==> src/rtl/sregPkg.sv <==
package sregPkg;

  typedef enum logic [2:0] {
    CMD_NONE,
    CMD_WRITE,
    CMD_WRSR,
    CMD_WRDI,
    CMD_WREN
  } cmdSel_e;

  typedef struct packed {
    logic setWel;
    logic clrWel;
    logic startCycle;
    logic loadStatus;
    logic endCycle;
  } ctrlStrobe_t;

endpackage

==> src/rtl/sregPath.sv <==
module sregPath
  import sregPkg::*;
#(
  parameter int ADDR_W = 15
) (
  input  logic              clk,
  input  logic              rstN,
  input  ctrlStrobe_t       stb,
  input  logic              newSrwd,
  input  logic [1:0]        newBp,
  input  logic [ADDR_W-1:0] addr,
  input  logic              wpN,
  output logic [7:0]        statusByte,
  output logic              wel,
  output logic              wip,
  output logic              inProtected,
  output logic              hwLocked
);

  localparam int TOP = ADDR_W - 1;

  logic       srwd;
  logic [1:0] bp;

  always_ff @(posedge clk or negedge rstN) begin
    if (!rstN) begin
      srwd <= 1'b0;
      bp   <= 2'b00;
      wel  <= 1'b0;
      wip  <= 1'b0;
    end else begin
      if (stb.loadStatus) begin
        srwd <= newSrwd;
        bp   <= newBp;
      end
      if (stb.startCycle)    wip <= 1'b1;
      else if (stb.endCycle) wip <= 1'b0;
      if (stb.endCycle || stb.clrWel) wel <= 1'b0;
      else if (stb.setWel)            wel <= 1'b1;
    end
  end

  // Upper-area protection selected by the block-protect field
  always_comb begin
    unique case (bp)
      2'b00:   inProtected = 1'b0;
      2'b01:   inProtected = addr[TOP] & addr[TOP-1];
      2'b10:   inProtected = addr[TOP];
      default: inProtected = 1'b1;
    endcase
  end

  assign hwLocked   = srwd & ~wpN;
  assign statusByte = {srwd, 3'b000, bp, wel, wip};

endmodule

==> src/rtl/sregCtrl.sv <==
module sregCtrl
  import sregPkg::*;
#(
  parameter int WRITE_CYCLES = 16
) (
  input  logic        clk,
  input  logic        rstN,
  input  logic        cmdWren,
  input  logic        cmdWrdi,
  input  logic        cmdWrite,
  input  logic        cmdWrsr,
  input  logic        wel,
  input  logic        wip,
  input  logic        inProtected,
  input  logic        hwLocked,
  output ctrlStrobe_t stb,
  output logic        writeOk,
  output logic        statusOk
);

  localparam int CNT_W = $clog2(WRITE_CYCLES + 1);
  localparam logic [CNT_W-1:0] CNT_LOAD = CNT_W'(WRITE_CYCLES);
  localparam logic [CNT_W-1:0] CNT_LAST = CNT_W'(1);

  cmdSel_e         sel;
  logic [CNT_W-1:0] cnt;

  // Fixed priority among simultaneous strobes
  always_comb begin
    if (cmdWrite)     sel = CMD_WRITE;
    else if (cmdWrsr) sel = CMD_WRSR;
    else if (cmdWrdi) sel = CMD_WRDI;
    else if (cmdWren) sel = CMD_WREN;
    else              sel = CMD_NONE;
  end

  assign writeOk  = wel & ~wip & ~inProtected;
  assign statusOk = wel & ~wip & ~hwLocked;

  always_comb begin
    stb            = '0;
    stb.startCycle = ((sel == CMD_WRITE) && writeOk) || ((sel == CMD_WRSR) && statusOk);
    stb.loadStatus = (sel == CMD_WRSR) && statusOk;
    stb.clrWel     = ~wip && (sel == CMD_WRDI);
    stb.setWel     = ~wip && (sel == CMD_WREN);
    stb.endCycle   = wip && (cnt == CNT_LAST);
  end

  always_ff @(posedge clk or negedge rstN) begin
    if (!rstN)                cnt <= '0;
    else if (stb.startCycle)  cnt <= CNT_LOAD;
    else if (cnt != '0)       cnt <= cnt - CNT_LAST;
  end

endmodule

==> src/rtl/eepromGuard.sv <==
module eepromGuard
  import sregPkg::*;
#(
  parameter int ADDR_W       = 15,
  parameter int WRITE_CYCLES = 16
) (
  input  logic              clk,
  input  logic              rstN,
  input  logic              cmdWren,
  input  logic              cmdWrdi,
  input  logic              cmdWrite,
  input  logic              cmdWrsr,
  input  logic              newSrwd,
  input  logic [1:0]        newBp,
  input  logic [ADDR_W-1:0] addr,
  input  logic              wpN,
  output logic [7:0]        statusByte,
  output logic              addrAllowed,
  output logic              srWriteAllowed,
  output logic              busy
);

  ctrlStrobe_t stb;
  logic        wel;
  logic        wip;
  logic        inProtected;
  logic        hwLocked;

  sregCtrl #(.WRITE_CYCLES(WRITE_CYCLES)) uCtrl (
    .clk(clk), .rstN(rstN),
    .cmdWren(cmdWren), .cmdWrdi(cmdWrdi), .cmdWrite(cmdWrite), .cmdWrsr(cmdWrsr),
    .wel(wel), .wip(wip), .inProtected(inProtected), .hwLocked(hwLocked),
    .stb(stb), .writeOk(addrAllowed), .statusOk(srWriteAllowed)
  );

  sregPath #(.ADDR_W(ADDR_W)) uPath (
    .clk(clk), .rstN(rstN), .stb(stb),
    .newSrwd(newSrwd), .newBp(newBp), .addr(addr), .wpN(wpN),
    .statusByte(statusByte), .wel(wel), .wip(wip),
    .inProtected(inProtected), .hwLocked(hwLocked)
  );

  assign busy = wip;

endmodule

==> config.mk <==
export PLATFORM = sky130hd
export DESIGN_NAME = eepromGuard
export DESIGN_NICKNAME = d
export VERILOG_FILES = /design/src/rtl/sregPkg.sv /design/src/rtl/sregPath.sv /design/src/rtl/sregCtrl.sv /design/src/rtl/eepromGuard.sv
export SDC_FILE = /design/constraint.sdc
export NUM_CORES = 1
export LEC_CHECK = 0
export BUFFER_PORTS_ARGS = -buffer_cell sky130_fd_sc_hd__buf_2
export CAP_MARGIN = 20
export CORE_MARGIN = 1.5
export CORE_UTILIZATION = 35
export CTS_CLUSTER_SIZE = 14
export DETAILED_ROUTE_END_ITERATION = 10
export PLACE_DENSITY_LB_ADDON = 0.08
export REMOVE_ABC_BUFFERS = 1
export SYNTH_ARGS = -nofsm -noshare
export SYNTH_HDL_FRONTEND = slang
export SYNTH_SLANG_ARGS = --single-unit
==> constraint.sdc <==
create_clock -name clk -period 1.83 [get_ports clk]
set_clock_uncertainty 0.2 [all_clocks]
set_input_delay 0.0915 -clock clk [delete_from_list [all_inputs] [get_ports clk]]
set_output_delay 0.0915 -clock clk [all_outputs]
set_load 0.005 [all_outputs]
; ---- Yosys cells after proc, flatten, opt, wreduce, memory -nomap -nowiden
; Cells that the tools add are included.
[word_totals]
out_inout_bits = 11
ff_bits = 10
inputBits = 25
elab_cells = 45
[op_classes]
n_bitwise = 9
add_sub_neg = 1
n_eq_ne = 7
n_mux = 11
n_reduce_logical = 12
[op_table]
columns = operator, count
row1 = 2-to-1 mux 3 bit, 4
row2 = 2-to-1 mux 5 bit, 2
row3 = equality test 3 x 2 -> 1 bit (second input constant), 2
row4 = nonzero test 2 bit, 3
row5 = bitwise AND 1 bit, 5
row6 = equality test 5 x 1 -> 1 bit (second input constant), 1
row7 = logical AND 1 bit, 5
row8 = nonzero test 5 bit, 1
row9 = subtractor 5 x 1 -> 5 bit (second input constant), 1
row10 = 2-to-1 mux 1 bit, 4
row11 = inverter 1 bit, 4
row12 = equality test 3 x 1 -> 1 bit (second input constant), 1
row13 = equality test 3 bit (second input constant), 1
row14 = one-hot mux 1 bit (3 select lines), 1
row15 = equality test 2 x 1 -> 1 bit (second input constant), 1
row16 = equality test 2 bit (second input constant), 1
row17 = zero test 2 bit, 1
row18 = logical OR 1 bit, 2

; ---- Depth between registers and ports, before layout
[logic_depth]
ltp_word = 8
mapped_depth = 5
mapped_depth_nobuf = 5

; ---- Cells and area by module
; From an unflattened synthesis, not the netlist that was laid out.
[hier_totals]
cells_unflattened = 60
hier_area_um2 = 596.8
[by_module_without_submodules]
columns = mod, cells_per_inst, instances, area_per_inst_um2, seq_area_each_um2
row1 = sregCtrl, 37, 1, 349.1, 125.1
row2 = sregPath, 23, 1, 247.7, 125.1

; ---- Worst setup path after synthesis
; Ideal clock, no wire load.
[synth_path]
kind = reg2reg
start = reg uPath.wip
end = reg uPath.bp[0]
arrival_ns = 1.446
setup_ns = 0.125
n_path_buf = 0
path_slack_ns = 0.060
path_stages_with_launch = 4
cell_sequence = dfrtp_1 > nand2b_4 > a2111oi_4 > mux2_2
[synth_via]
elab_chain_cells = 4
[synth_rtl]
columns = element, line
row1 = from (decl), sregPath.sv:15  ; output logic wip,
row2 = from (signal assigned), sregPath.sv:30  ; wip <= 1'b0;
row3 = from (signal assigned), sregPath.sv:36  ; if (stb.startCycle) wip <= 1'b1;
row4 = from (signal assigned), sregPath.sv:37  ; else if (stb.endCycle) wip <= 1'b0;
row5 = inverter 1 bit, sregCtrl.sv:38  ; assign statusOk = wel & ~wip & ~hwLocked;
row6 = bitwise AND 1 bit (2 in a row), sregCtrl.sv:38
row7 = logical AND 1 bit, sregCtrl.sv:43  ; stb.loadStatus = (sel == CMD_WRSR) && statusOk;
row8 = to (signal assigned), sregPath.sv:34  ; bp <= newBp;
row9 = to (decl), sregPath.sv:23  ; logic [1:0] bp;
; No other way between the ends.
; A chain may end at the register's enable or synchronous reset.

; ---- Worst setup path after layout
[layout_path]
start = reg uPath.wip
end = reg uPath.bp[1]
; The elaborated chain is that of the path after synthesis.

==> results.toml <==
[status]
status = "completed"

[sta]
setup_viol_count_final = 0
rsz0062_at_grt = "false"
fin_crit_sh_pct = 92.2
layout_min_cycle_time_ps = 1690
setup_slack_ps = 143
slew_violations = 0
clock.fmax_ghz = 0.593
final.setup.tns_ps = 0
finalHoldViolCount = 0

[logic_synthesis]
async_reset_ff_share_pct = 100
synthCells = 60
yosysSeqAreaShare_pct = 39.9
postSynthAreaPerCell_sq_um = 10.4
synth_edf_count = 0
synth_top_area_share_pct = 39.9
ys_seq_elements = 10
synthDistinctLibCells = 27
ys.flop_type = "dfrtp_1"
synth_area_sq_um = 627
ys_top_cells_by_count = "dfrtp_1, inv_1, buf_4"
yosysWarnings = 0
yosysTopAreaCell = "dfrtp_1"
yosysMostFrequentCell = "dfrtp_1"
ys_top_cells_by_area = "dfrtp_1, buf_4, mux2_2, a2111oi_4, inv_1"

[clock_network]
clockBufferDepth = 2
cts.sinks = 10
path_clk_slew_ps = 70
numCtsBuffers = 3
clk_latency_ps = 260
cts_tree = "yes"
htree_levels = 1
cts_root_buf = "clkbuf_4"
post_cts_buffers = 0

[hold_path]
hold_path.class = "primary input to flip-flop"

[power_and_ir_drop]
power_leakage_uw = 0.000427
irDropWorstVdd_uv = 714
comb_power_share_pct = 50.5
p_int_uw = 731
power_switching_uw = 408
p_clk_share_pct = 13.3
powerDensity_mw_per_mm2 = 1330
sw_frac_of_total_pct = 35.8
seqPwrFrac_pct = 36.2

[die]
die_area_sq_mm = 0.00205
core_sq_mm = 0.00171
rows = 15
dieHeight_microns = 45.3
start_util_pct = 36.7
fp.dieW_microns = 45.3
io_pins = 36

[global_route]
antenna_found_initial = 0
grt_pass1_wl_microns = 2130
grt_pass1_vias = 482
grt_use_total_pct = 15.4
gr-total-overflow = 0
grt_max_degree = 11

[route]
detail_route.wl_per_cell_microns = 11.2
drtPass1Iterations = 4
routed_via_density = 4.53
route.vias.total = 526
wl_microns = 1300
drc = 0
first_iter_violations = 8
drtAntennaViolNets = 0

[place]
gp_congestion = 0.665
place_ws_ps = 137
io_buffers = 19
dp_hpwl_microns = 980
place_inst = 106

[worst_setup_path]
cpLargestDelayFamily = "compound AO/OA/AOI/OAI gates"
critPathLaunchType = "flip-flop"
slowest_stage = "a2111oi_4"
worst-path-max-fanout = 4
critPathCaptureType = "flip-flop"
crit_arrival_ps = 1630
path_class = "flip-flop to flip-flop"
critPathBufInv = 0
slowest_delay_ps = 460
crit_chain = "nand2b_4 -> a2111oi_4 -> mux2_2"
cp_data_required_time_ps = 1780

[layout]
diodes = 0
area_delta_synth_final_pct = 36.3
post-route-util_pct = 50.0
drive_gt1_share_pct = 37.4
finalNonFillerCells = 116
nets = 120

[job]
maxCapViolCount = 0
-- cell usage in the layout, fill, tap and decap left out, types with 3 or more instances in the layout --
cell type / instances
nand2b_1: 3
buf_4: 6
dlygate4sd3_1: 7
mux2_2: 3
conb_1: 3
inv_1: 7
dfrtp_1: 10
buf_2: 19
clkbuf_4: 3
-- flip-flops by register name, indices dropped and copies added (netlist names) --
| name | flops |
|---|---|
| uCtrl.cnt | 5 |
| uPath.bp | 2 |
| uPath.srwd | 1 |
| uPath.wel | 1 |
| uPath.wip | 1 |
-- cell families (layout without fill, tap and decap cells) --
| logic type | count (synthesis) | count (layout) | synth area share (%) |
|---|---|---|---|
| and+or+nand+nor | 17 | 17 | 18.4 |
| DFF | 10 | 10 | 39.9 |
| other | 1 | 3 | 0.598 |
| AOI/OAI and AO/OA | 13 | 13 | 19.0 |
| adders and majority gates | 2 | 2 | 3.99 |
| buffers and inverters | 13 | 42 | 11.4 |
| xor gates and xnor gates | 1 | 1 | 1.40 |
| muxes | 3 | 3 | 5.39 |
-- layout make-up --
type,count,area (sq um)
inverters,7,26.3
multi-input cells,39,314
fillers,174,853
flip-flops and latches,10,250
well taps,25,31.3
repair buffers,32,210
clock buffers,3,22.5
-- metal layers --
| layer | global-route usage, % | up-vias | part of all wire (%) |
|---|---|---|---|
| met4 | 8.82 | 0 | 0.93 |
| li1 | - | 265 | - |
| met1 | 18.4 | 240 | 45 |
| met5 | 0 | - | 0 |
| met3 | 3.60 | 2 | 4.3 |
| met2 | 25.1 | 19 | 49 |
-- worst min-delay path: cells and delay by family --
kind,cells,cell delay (ps)
compound gates,2,210
buf+inv,1,130
-- worst paths after layout --
| path | start | endpoint | slack, ps | depth (start not counted) |
|---|---|---|---|---|
| min in group asynchronous | rstN | uPath.wel | 20 | 2 |
| hold / removal | cmdWrite | uPath.wel | 5 | 3 |
| hold reg to reg | uCtrl.cnt[4] | uCtrl.cnt[4] | 360 | 1 |
| setup / recovery | uPath.wip | uPath.bp[1] | 140 | 3 |
| max in group asynchronous | rstN | uCtrl.cnt[3] | 1220 | 2 |
| setup reg to reg | uPath.wip | uPath.bp[1] | 140 | 3 |
-- through the flow --
| step | instance area, sq um | hold slack, ps | power (uW) |
|---|---|---|---|
| 2_1_floorplan | 589 | -404 | 753 |
| 3_3_place_gp | 761 | -230 | 959 |
| 3_5_place_dp | 761 | -226 | 978 |
| 4_1_cts | 853 | 0.0439 | 1150 |
| 5_1_grt | 855 | 17.9 | 1250 |
| 6_report | 855 | 4.73 | 1140 |
-- timing repair --
| item | CTS | global route |
|---|---|---|
| hold buffers | 7 | 0 |
| hold endpoints to repair | 14 | 0 |
| setup endpoints to repair | 0 | 1 |
| resized for setup | 0 | 1 |
-- power groups by stage --
| stage | Combinational [uW] | Clock [uW] | Sequential (uW) |
|---|---|---|---|
| global placement | 546 | 0 | 414 |
| finish | 575 | 151 | 413 |
| floorplan | 323 | 0 | 430 |
| global route | 652 | 171 | 425 |
| detailed placement | 563 | 0 | 415 |
| CTS | 577 | 162 | 413 |
Note: power is estimated with default switching activity, not from simulation.
